$ cat src/rtl/dbmu_pkg.sv
package dbmu_pkg;

    // Supported type codes of the message type field
    localparam int unsigned CODE_DB  = 0;
    localparam int unsigned CODE_CDB = 1;

    // Registered state of one core
    typedef struct packed {
        logic db;
        logic cdb;
        logic irq;
    } core_st_t;

endpackage

$ cat src/rtl/dbmu_decode.sv
module dbmu_decode #(
    parameter int unsigned MSG_W     = 32,
    parameter int unsigned TYPE_HI   = 31,
    parameter int unsigned TYPE_LO   = 27,
    parameter int unsigned BCAST_BIT = 26,
    parameter int unsigned TAG_HI    = 13,
    parameter int unsigned TAG_LO    = 0,
    localparam int unsigned TYPE_W   = TYPE_HI - TYPE_LO + 1,
    localparam int unsigned TAG_W    = TAG_HI - TAG_LO + 1
) (
    input  logic             valid_i,
    input  logic             clear_i,
    input  logic [MSG_W-1:0] msg_i,
    output logic             send_db_o,
    output logic             send_cdb_o,
    output logic             clr_db_o,
    output logic             clr_cdb_o,
    output logic             bcast_o,
    output logic [TAG_W-1:0] tag_o
);
    import dbmu_pkg::*;

    logic [TYPE_W-1:0] type_f;
    logic              is_db;
    logic              is_cdb;

    always_comb begin
        type_f     = msg_i[TYPE_HI:TYPE_LO];
        is_db      = (type_f == TYPE_W'(CODE_DB));
        is_cdb     = (type_f == TYPE_W'(CODE_CDB));
        send_db_o  = valid_i && !clear_i && is_db;
        send_cdb_o = valid_i && !clear_i && is_cdb;
        clr_db_o   = valid_i &&  clear_i && is_db;
        clr_cdb_o  = valid_i &&  clear_i && is_cdb;
        bcast_o    = msg_i[BCAST_BIT];
        tag_o      = msg_i[TAG_HI:TAG_LO];
    end

endmodule

$ cat src/rtl/dbmu_route.sv
module dbmu_route #(
    parameter int unsigned N     = 4,
    parameter int unsigned TAG_W = 14
) (
    input  logic [N-1:0]       send_db_i,
    input  logic [N-1:0]       send_cdb_i,
    input  logic [N-1:0]       bcast_i,
    input  logic [N*TAG_W-1:0] tag_i,
    input  logic [TAG_W-1:0]   my_id_i,
    output logic               set_db_o,
    output logic               set_cdb_o
);
    logic [N-1:0] addr_me;

    always_comb begin
        set_db_o  = 1'b0;
        set_cdb_o = 1'b0;
        for (int l = 0; l < N; l++) begin
            addr_me[l] = bcast_i[l] || (tag_i[l*TAG_W +: TAG_W] == my_id_i);
            set_db_o   = set_db_o  || (send_db_i[l]  && addr_me[l]);
            set_cdb_o  = set_cdb_o || (send_cdb_i[l] && addr_me[l]);
        end
    end

endmodule

$ cat src/rtl/dbmu_core.sv
module dbmu_core (
    input  logic clk,
    input  logic rst_n,
    input  logic set_db_i,
    input  logic set_cdb_i,
    input  logic clr_db_i,
    input  logic clr_cdb_i,
    input  logic ack_i,
    output logic db_o,
    output logic cdb_o,
    output logic irq_o
);
    import dbmu_pkg::*;

    core_st_t st_d, st_q;

    always_comb begin
        st_d     = st_q;
        // Sets are applied last so a same-cycle send beats clear and ack
        st_d.db  = (st_q.db  && !clr_db_i  && !ack_i) || set_db_i;
        st_d.cdb = (st_q.cdb && !clr_cdb_i && !ack_i) || set_cdb_i;
        st_d.irq = set_db_i || set_cdb_i || (st_q.irq && (st_d.db || st_d.cdb));
    end

    always_ff @(posedge clk or negedge rst_n) begin
        if (!rst_n) begin
            st_q <= '0;
        end else begin
            st_q <= st_d;
        end
    end

    assign db_o  = st_q.db;
    assign cdb_o = st_q.cdb;
    assign irq_o = st_q.irq;

endmodule

$ cat src/rtl/dbmu_unit.sv
module dbmu_unit #(
    parameter int unsigned N         = 4,
    parameter int unsigned MSG_W     = 32,
    parameter int unsigned TYPE_HI   = 31,
    parameter int unsigned TYPE_LO   = 27,
    parameter int unsigned BCAST_BIT = 26,
    parameter int unsigned TAG_HI    = 13,
    parameter int unsigned TAG_LO    = 0,
    localparam int unsigned TAG_W    = TAG_HI - TAG_LO + 1
) (
    input  logic               clk,
    input  logic               rst_n,
    input  logic [N-1:0]       cmd_valid_i,
    input  logic [N-1:0]       cmd_clear_i,
    input  logic [N*MSG_W-1:0] cmd_msg_i,
    input  logic [N*TAG_W-1:0] core_id_i,
    input  logic [N-1:0]       ack_i,
    output logic [N-1:0]       db_pend_o,
    output logic [N-1:0]       cdb_pend_o,
    output logic [N-1:0]       hirq_o
);
    logic [N-1:0]       send_db;
    logic [N-1:0]       send_cdb;
    logic [N-1:0]       clr_db;
    logic [N-1:0]       clr_cdb;
    logic [N-1:0]       bcast;
    logic [N*TAG_W-1:0] tags;
    logic [N-1:0]       set_db;
    logic [N-1:0]       set_cdb;

    for (genvar l = 0; l < N; l++) begin : g_lane
        dbmu_decode #(
            .MSG_W(MSG_W), .TYPE_HI(TYPE_HI), .TYPE_LO(TYPE_LO),
            .BCAST_BIT(BCAST_BIT), .TAG_HI(TAG_HI), .TAG_LO(TAG_LO)
        ) u_dec (
            .valid_i    (cmd_valid_i[l]),
            .clear_i    (cmd_clear_i[l]),
            .msg_i      (cmd_msg_i[l*MSG_W +: MSG_W]),
            .send_db_o  (send_db[l]),
            .send_cdb_o (send_cdb[l]),
            .clr_db_o   (clr_db[l]),
            .clr_cdb_o  (clr_cdb[l]),
            .bcast_o    (bcast[l]),
            .tag_o      (tags[l*TAG_W +: TAG_W])
        );
    end

    for (genvar c = 0; c < N; c++) begin : g_core
        dbmu_route #(.N(N), .TAG_W(TAG_W)) u_route (
            .send_db_i  (send_db),
            .send_cdb_i (send_cdb),
            .bcast_i    (bcast),
            .tag_i      (tags),
            .my_id_i    (core_id_i[c*TAG_W +: TAG_W]),
            .set_db_o   (set_db[c]),
            .set_cdb_o  (set_cdb[c])
        );

        dbmu_core u_core (
            .clk       (clk),
            .rst_n     (rst_n),
            .set_db_i  (set_db[c]),
            .set_cdb_i (set_cdb[c]),
            .clr_db_i  (clr_db[c]),
            .clr_cdb_i (clr_cdb[c]),
            .ack_i     (ack_i[c]),
            .db_o      (db_pend_o[c]),
            .cdb_o     (cdb_pend_o[c]),
            .irq_o     (hirq_o[c])
        );
    end

endmodule

$ cat config.mk
export PLATFORM = sky130hd
export DESIGN_NAME = dbmu_unit
export DESIGN_NICKNAME = d
export VERILOG_FILES = /design/src/rtl/dbmu_pkg.sv /design/src/rtl/dbmu_decode.sv /design/src/rtl/dbmu_route.sv /design/src/rtl/dbmu_core.sv /design/src/rtl/dbmu_unit.sv
export SDC_FILE = /design/constraint.sdc
export NUM_CORES = 1
export LEC_CHECK = 0
export ABC_AREA = 1
export BUFFER_PORTS_ARGS = -buffer_cell sky130_fd_sc_hd__buf_2
export CAP_MARGIN = 20
export CORE_ASPECT_RATIO = 0.75
export CORE_MARGIN = 2
export CORE_UTILIZATION = 50
export DETAILED_ROUTE_END_ITERATION = 7
export HOLD_SLACK_MARGIN = 0.02
export PLACE_DENSITY = 0.81
export SYNTH_ARGS = -nofsm -noshare
export SYNTH_HDL_FRONTEND = slang
export SYNTH_HIERARCHICAL = 1
export SYNTH_SLANG_ARGS = --single-unit
$ cat constraint.sdc
create_clock -name clk -period 1.35 [get_ports clk]
set_input_delay 0.0675 -clock clk [delete_from_list [all_inputs] [get_ports clk]]
set_output_delay 0.0675 -clock clk [all_outputs]
set_load 0.02 [all_outputs]
## After elaboration in Yosys (flattened, before gate mapping)

Cells that the tools add are included.

| word-level totals | value |
|---|---|
| register bits after elaboration | 12 |
| input bits | 198 |
| output and inout port bits | 12 |

| operators by class | value |
|---|---|
| equal/unequal tests | 20 |
| reductions and logical operators | 156 |

Operators by type and width:

| cell | count |
|---|---|
| 14-bit == test | 16 |
| 1-bit logical AND | 76 |
| 1-bit logical OR | 60 |
| 5-bit by 1-bit == test with 1-bit output (second input constant) | 4 |
| 5-bit logical NOT | 4 |
| 1-bit logical NOT | 16 |

## Depth between registers and ports, before layout

Gate-level depths: netlist of run 1.

| depth | value |
|---|---|
| word-level depth | 11 |
| depth in mapped cells | 19 |
| gate-level depth less buffers | 18 |

## By module

Netlist of run 1, hierarchy kept.

By module, submodules not included:

| module | instances | cells each | area an instance (um2) | sequential area each (um2) |
|---|---|---|---|---|
| dbmu_route | 4 | 289 | 1134.8 | 0.0 |
| dbmu_decode | 4 | 29 | 167.7 | 0.0 |
| dbmu_core | 4 | 16 | 137.6 | 75.1 |

## Least setup slack after synthesis of run 1

OpenSTA, ideal clock, no wires.

| path | value |
|---|---|
| path type | input port to flip-flop |
| start | input port cmd_msg_i[66] |
| end | register g_core[0].u_core.st_q (netlist bit g_core[0].u_core/irq_o) |
| library setup time | 0.065 ns |
| arrival time | 1.101 ns |
| path slack | 0.184 ns |
| stages on the path | 19 |
| buffers on the path | 1 |
| path through | buf_4 inv_1 nand2_1 nand2_1 nor2_2 nand2_1 nor2_1 nand2_1 nand2_1 nand2_1 nand2_1 inv_1 nand2_1 inv_1 nand2_2 inv_2 nand2_1 nand2_1 nand2_1 |

RTL lines:

| what | line | source |
|---|---|---|
| start, declared | dbmu_unit.sv:15 | `input logic [N*MSG_W-1:0] cmd_msg_i,` |
| end signal, assigned | dbmu_core.sv:29 | `st_q <= st_d;` |
| end, declared | dbmu_core.sv:15 | `core_st_t st_d, st_q;` |

==> results.ini, run 1 <==
[placement]
io_buffer_count = 161
hpwl_um = 14200
routabilityCongestion = 0.901

[synthesis]
synth_area_um2 = 5760
synth_area_leaders = nand2_1 48%, inv_1 16%, nor2_1 10%
syn-instance-count = 1336
synth.ff_latch_count = 12
synth_top_cell_area_share_pct = 48.0
yosysUniqueCellTypes = 14
synth_common_cells = 736 x nand2_1, 248 x inv_1, 160 x nor2_1
synthArstFlopShare_pct = 100
syn_nets = 1534
synth_warnings = 6
seq_area_frac_synth_pct = 5.21
avgSynthCellArea_um2 = 4.31
synth_edf_count = 0
yosys.area.top_type = nand2_1
synthMostInstantiatedCell = nand2_1
synth_flop_cell = dfrtp_1

[final_layout]
syn2layout_area_growth_pct = 18.5
final_net_count = 1652
drive_gt1_share_pct = 21.6
postLayoutCoreUtil_pct = 61.7

[clock_network]
cts_tree = built
root_buffer = clkbuf_16
cts_buffers = 3
h-tree-depth = 1
clk_pin_slew_ns = 0.05
clockBufferDepth = 2
clock_latency_ns = 0.24
cts.sinks = 12

[setup_path]
reg2reg_slack_ns = 0.52
startpoint_type = input port
cp-end-kind = flop
required_ns = 1.53
crit_type = in2reg
path_max_fanout = 8
cp.arrival_ns = 1.41

[global_route]
grt_max_degree = 13
grtUsageTotal_pct = 26.0
grt_pass1_wl_um = 27100
antenna_found_initial = 2
grt_pass1_vias = 6015
grt_overflow = 0

[pwr]
peakVddDrop_uv = 277
power-per-cell-area_nw_per_um2 = 404
power_leakage_nw = 4.91

[timing]
finalCritPeriodShare_pct = 91.4
rsz0062_at_grt = true
clock.fmax_ghz = 0.810
hold_viol = 0
finalSetupViolations = 0
setup_tns_ns = 0
slew_headroom_pct = 77.2
report.final.slew_viol_count = 0
tightest_slew_ns = 0.341
fin_skew_ns = 0.00217
period_needed_ns = 1.23
whs_ns = 0.106

[route]
drt_iter0_markers = 537
dr.pass1.iters = 8
viasPerCell = 4.49
drc_errors = 0
routed_wl_um = 16900
detail_route.wl_per_cell_um = 10.6
antenna_left = 0
vias = 7167

[die]
initial_core_util_pct = 52.1
die_y_um = 97.0
core_area_um2 = 11100
row_count = 33
die_area_um2 = 12400
fp.dieW_um = 128
io_pins = 210

[run_status]
status = finished, final reports clean

[flow_run]
cap_viol_max_count = 0

[min_path]
min_path_type = in2reg

[routing by layer]
layer / global-route usage, % / up-vias / share of wire, %
met1: 38.4 / 3008 / 48
li1: - / 3913 / -
met2: 42.0 / 236 / 43
met5: 0 / - / 0
met3: 1.83 / 10 / 7.6
met4: 4.48 / 0 / 0.60
[critical path, stage by stage]
cell	delay [ns]
clkbuf_4	0.16
inv_1	0.05
nand2_1	0.05
nand2_1	0.05
nor2_1	0.15
nand2_1	0.08
nor2_1	0.14
nand2_1	0.07
nand2_1	0.09
nand2_1	0.05
nand2_1	0.08
inv_1	0.04
nand2_1	0.06
inv_1	0.05
nand2_2	0.07
inv_2	0.03
nand2_1	0.04
nand2_1	0.04
nand2_1	0.06
[path summary, 6_finish.rpt]
kind,startpoint,endpoint,depth (start not counted)
setup / recovery,cmd_msg_i[4],g_core[3].u_core/irq_o$_DFF_PN0_,19
hold / removal,ack_i[3],g_core[3].u_core/db_o$_DFF_PN0_,4
setup reg to reg,g_core[0].u_core/cdb_o$_DFF_PN0_,g_core[0].u_core/irq_o$_DFF_PN0_,4
hold reg to reg,g_core[0].u_core/irq_o$_DFF_PN0_,g_core[0].u_core/irq_o$_DFF_PN0_,2
max in group asynchronous,rst_n,g_core[1].u_core/db_o$_DFF_PN0_,2
min in group asynchronous,rst_n,g_core[0].u_core/db_o$_DFF_PN0_,2
[logic make-up after synthesis]
family                    Yosys count  share of synthesized area, %
AOI/OAI and AO/OA                   4                         0.608
xor gates and xnor gates           36                          5.47
buffers and inverters             368                          28.1
DFF                                12                          5.21
and+or+nand+nor                   916                          60.6
[through the flow]
stage	area, um^2	total power, mW	std cells	setup WS [ns]
after global routing	6820	3.03	1594	-0.0319
after CTS	6490	2.63	1593	0.0557
final	6820	2.76	1595	0.116
after detailed placement	6390	2.01	1588	-0.191
after global placement	6390	1.98	1588	-0.165
after floorplan	5760	1.56	1336	0.184
[power by group]
| group | internal [mW] | leakage (nW) | total, mW | switching [mW] |
|---|---|---|---|---|
| clock | 0.447 | 0.0442 | 0.606 | 0.158 |
| sequential | 0.371 | 0.166 | 0.377 | 0.00671 |
| combinational | 0.701 | 4.70 | 1.78 | 1.08 |
[layout make-up]
class	count	area, um^2
sequential	12	300
inverter	300	1130
fill	1187	4240
antenna	2	5.00
timing repair buffer	181	1130
tap	140	175
clock buffer	4	88.8
multi-input combinational	956	4000
[state kept, by name, indices dropped and copies added, names as in the netlist]
register and cells:
g_core.u_core/cdb_o 4, g_core.u_core/db_o 4, g_core.u_core/irq_o 4
[what timing repair did]
item	CTS	global route
buffers inserted	0	0
gates resized for setup	0	149
hold endpoints to repair	12	0
endpoints found under the setup margin	0	5
hold buffers	1	0
[layout by cell type (no fill, tap or decap), types with 2 or more instances in the layout]
| cell type | count |
|---|---|
| a21oi_2 | 4 |
| buf_2 | 104 |
| inv_1 | 247 |
| nand3_2 | 4 |
| clkbuf_16 | 3 |
| buf_6 | 7 |
| xor2_1 | 4 |
| clkbuf_4 | 23 |
| nor2_1 | 119 |
| nor2_2 | 44 |
| diode_2 | 2 |
| nand3_1 | 8 |
| nand2_2 | 24 |
| nand2_1 | 716 |
| inv_2 | 53 |
| xnor2_1 | 32 |
| buf_4 | 46 |
| dfrtp_1 | 12 |
Note: power is estimated with default switching activity, not from simulation.
==> run 2, diff against run 1 <==
--- a/config.mk
+++ b/config.mk
@@ -10,10 +10,10 @@
 export CAP_MARGIN = 20
 export CORE_ASPECT_RATIO = 0.75
 export CORE_MARGIN = 2
-export CORE_UTILIZATION = 50
+export CORE_UTILIZATION = 56
 export DETAILED_ROUTE_END_ITERATION = 7
 export HOLD_SLACK_MARGIN = 0.02
-export PLACE_DENSITY = 0.81
+export PLACE_DENSITY = 0.89
 export SYNTH_ARGS = -nofsm -noshare
 export SYNTH_HDL_FRONTEND = slang
 export SYNTH_HIERARCHICAL = 1
==> run 2 against run 1 <==
Maximum frequency is 0.39% lower. Clock skew shrank 0.0012 ns. Total power is 1.0% lower. Sequential cell count unchanged. Via count up 2.7%. Global-route usage increased by 3.4 points. Sequential power about the same. Die area is 10% lower. Non-clock buffer count down 9. Critical path depth is the same. Worst setup slack lost 0.0048 ns. Utilization up 4.8 points. Critical path type unchanged. Largest cell class unchanged. Largest power group unchanged.
==> results.ini, run 2 (synthesis gave the netlist of run 1 again) <==
[final_layout]
drive_gt1_share_pct = 20.7
syn2layout_area_growth_pct = 16.9
multi_input_area_um2 = 4000
mostFrequentLayoutCells = 717 x nand2_1, 247 x inv_1, 124 x nor2_1, 106 x buf_2, 53 x inv_2
final_net_count = 1643
fillCellCount = 1025
register_area_um2 = 300
mostFrequentLayoutCell = nand2_1

[timing]
clock.fmax_ghz = 0.807
fin_skew_ns = 0.000931
setup_tns_ns = 0
period_needed_ns = 1.24
slew_headroom_pct = 75.8
tightest_slew_ns = 0.362
finalSetupViolations = 0
report.final.slew_viol_count = 0
finalCritPeriodShare_pct = 91.8
hold_viol = 0

[min_path]
min-delay-start = ack_i[2]
min_path_type = in2reg
min_to = g_core[2].u_core/db_o$_DFF_PN0_
min_path_cells = 4

[global_route]
grt_util_met1_pct = 39.2
met3_usage_pct = 4.48
grt_max_degree = 13
antenna_found_initial = 3
globalRouteMet2Util_pct = 49.7
grt_pass1_wl_um = 27000
grt_pass1_vias = 6326
grtUsageTotal_pct = 29.4
busiest_layer = met2
grt_overflow = 0

[die]
row_count = 32
fp.dieW_um = 121
die_area_um2 = 11100
die_y_um = 91.8
core_area_um2 = 10100
initial_core_util_pct = 56.9
io_pins = 210

[clock_network]
cts.sinks = 12
root_buffer = clkbuf_16
clk_pin_slew_ns = 0.04
h-tree-depth = 1
clockBufferDepth = 2
clock_latency_ns = 0.24
cts_buffers = 3
cts_tree = built

[route]
dr.pass1.iters = 7
viasPerCell = 4.65
detail_route.wl_per_cell_um = 10.7
drt_iter0_markers = 464
drc_errors = 0
antenna_left = 0
routed_wl_um = 16900
vias = 7357

[run_status]
status = finished, final reports clean

[setup_path]
ff2ff_path_depth = 4
path_max_fanout = 8
cp.arrival_ns = 1.42
rr_endpoint = g_core[3].u_core/irq_o$_DFF_PN0_
reg2reg_slack_ns = 0.51
cp-end-kind = flop
rr_startpoint = g_core[3].u_core/cdb_o$_DFF_PN0_
startpoint_type = input port
required_ns = 1.53
crit_type = in2reg

[pwr]
power_mw = 2.73
power-per-cell-area_nw_per_um2 = 406
power_leakage_nw = 4.87
peakVddDrop_uv = 325

[flow_run]
cap_viol_max_count = 0

[placement]
routabilityCongestion = 0.988
hpwl_um = 14200
io_buffer_count = 161

run 2: what timing repair did:
action | 4_1_cts | 5_1_grt
resized for setup | 0 | 139
endpoints found under the setup margin | 0 | 4
buffers inserted | 0 | 1
hold endpoints to repair | 12 | 0
hold buffers | 1 | 0
run 2: cell type report:
cell class,count,share of cell area (%)
antenna,2,0.0743
clock buffer,4,1.32
inverter,300,16.7
multi-input combinational,956,59.3
sequential,12,4.46
tap,136,2.53
timing repair buffer,172,15.6
run 2: how the worst max path moves through the flow:
stage	start	to	slack, ns	depth (start not counted)
2_1_floorplan	cmd_msg_i[66]	g_core[0].u_core/irq_o$_DFF_PN0_	0.18	19
3_3_place_gp	cmd_msg_i[69]	g_core[0].u_core/irq_o$_DFF_PN0_	-0.13	20
3_5_place_dp	cmd_msg_i[69]	g_core[0].u_core/irq_o$_DFF_PN0_	-0.19	20
4_1_cts	cmd_msg_i[68]	g_core[1].u_core/irq_o$_DFF_PN0_	0.05	20
5_1_grt	cmd_msg_i[66]	g_core[1].u_core/irq_o$_DFF_PN0_	-0.02	19
6_report	cmd_msg_i[12]	g_core[2].u_core/irq_o$_DFF_PN0_	0.11	19
run 2: metal layers:
| metal | vias to the layer above | routed length, um |
|---|---|---|
| met5 | - | 13 |
| met4 | 2 | 389 |
| met3 | 49 | 1770 |
| met2 | 356 | 7350 |
| met1 | 3059 | 7360 |
| li1 | 3891 | - |
run 2: power breakdown:
| part | total, mW | switching, mW | leakage [nW] | internal, mW |
|---|---|---|---|---|
| Combinational | 1.75 | 1.07 | 4.66 | 0.677 |
| Sequential | 0.378 | 0.00705 | 0.166 | 0.371 |
| Clock | 0.604 | 0.157 | 0.0442 | 0.447 |
run 2: through the flow:
step / util, % / cells / instance area (um^2) / hold WS (ns) / worst slack [ns]
finish: 66.5 / 1582 / 6730 / 0.113 / 0.111
floorplan: - / 1336 / 5760 / -0.228 / 0.184
global placement: 62.3 / 1574 / 6310 / -0.0480 / -0.131
detailed placement: 62.3 / 1574 / 6310 / -0.0414 / -0.190
global route: 66.5 / 1581 / 6730 / 0.140 / -0.0207
CTS: 63.3 / 1579 / 6410 / 0.116 / 0.0515
run 2: worst max-delay path, stage by stage:
cell	delay [ns]
clkbuf_4	0.16
inv_1	0.05
nand2_1	0.06
nand2_1	0.06
nor2_2	0.16
nand2_2	0.08
nor2_2	0.11
nand2_1	0.05
nand2_1	0.07
nand2_1	0.05
nand2_1	0.07
inv_1	0.04
nand2_1	0.07
inv_1	0.05
nand2_2	0.07
inv_2	0.03
nand2_1	0.04
nand2_1	0.05
nand2_1	0.06
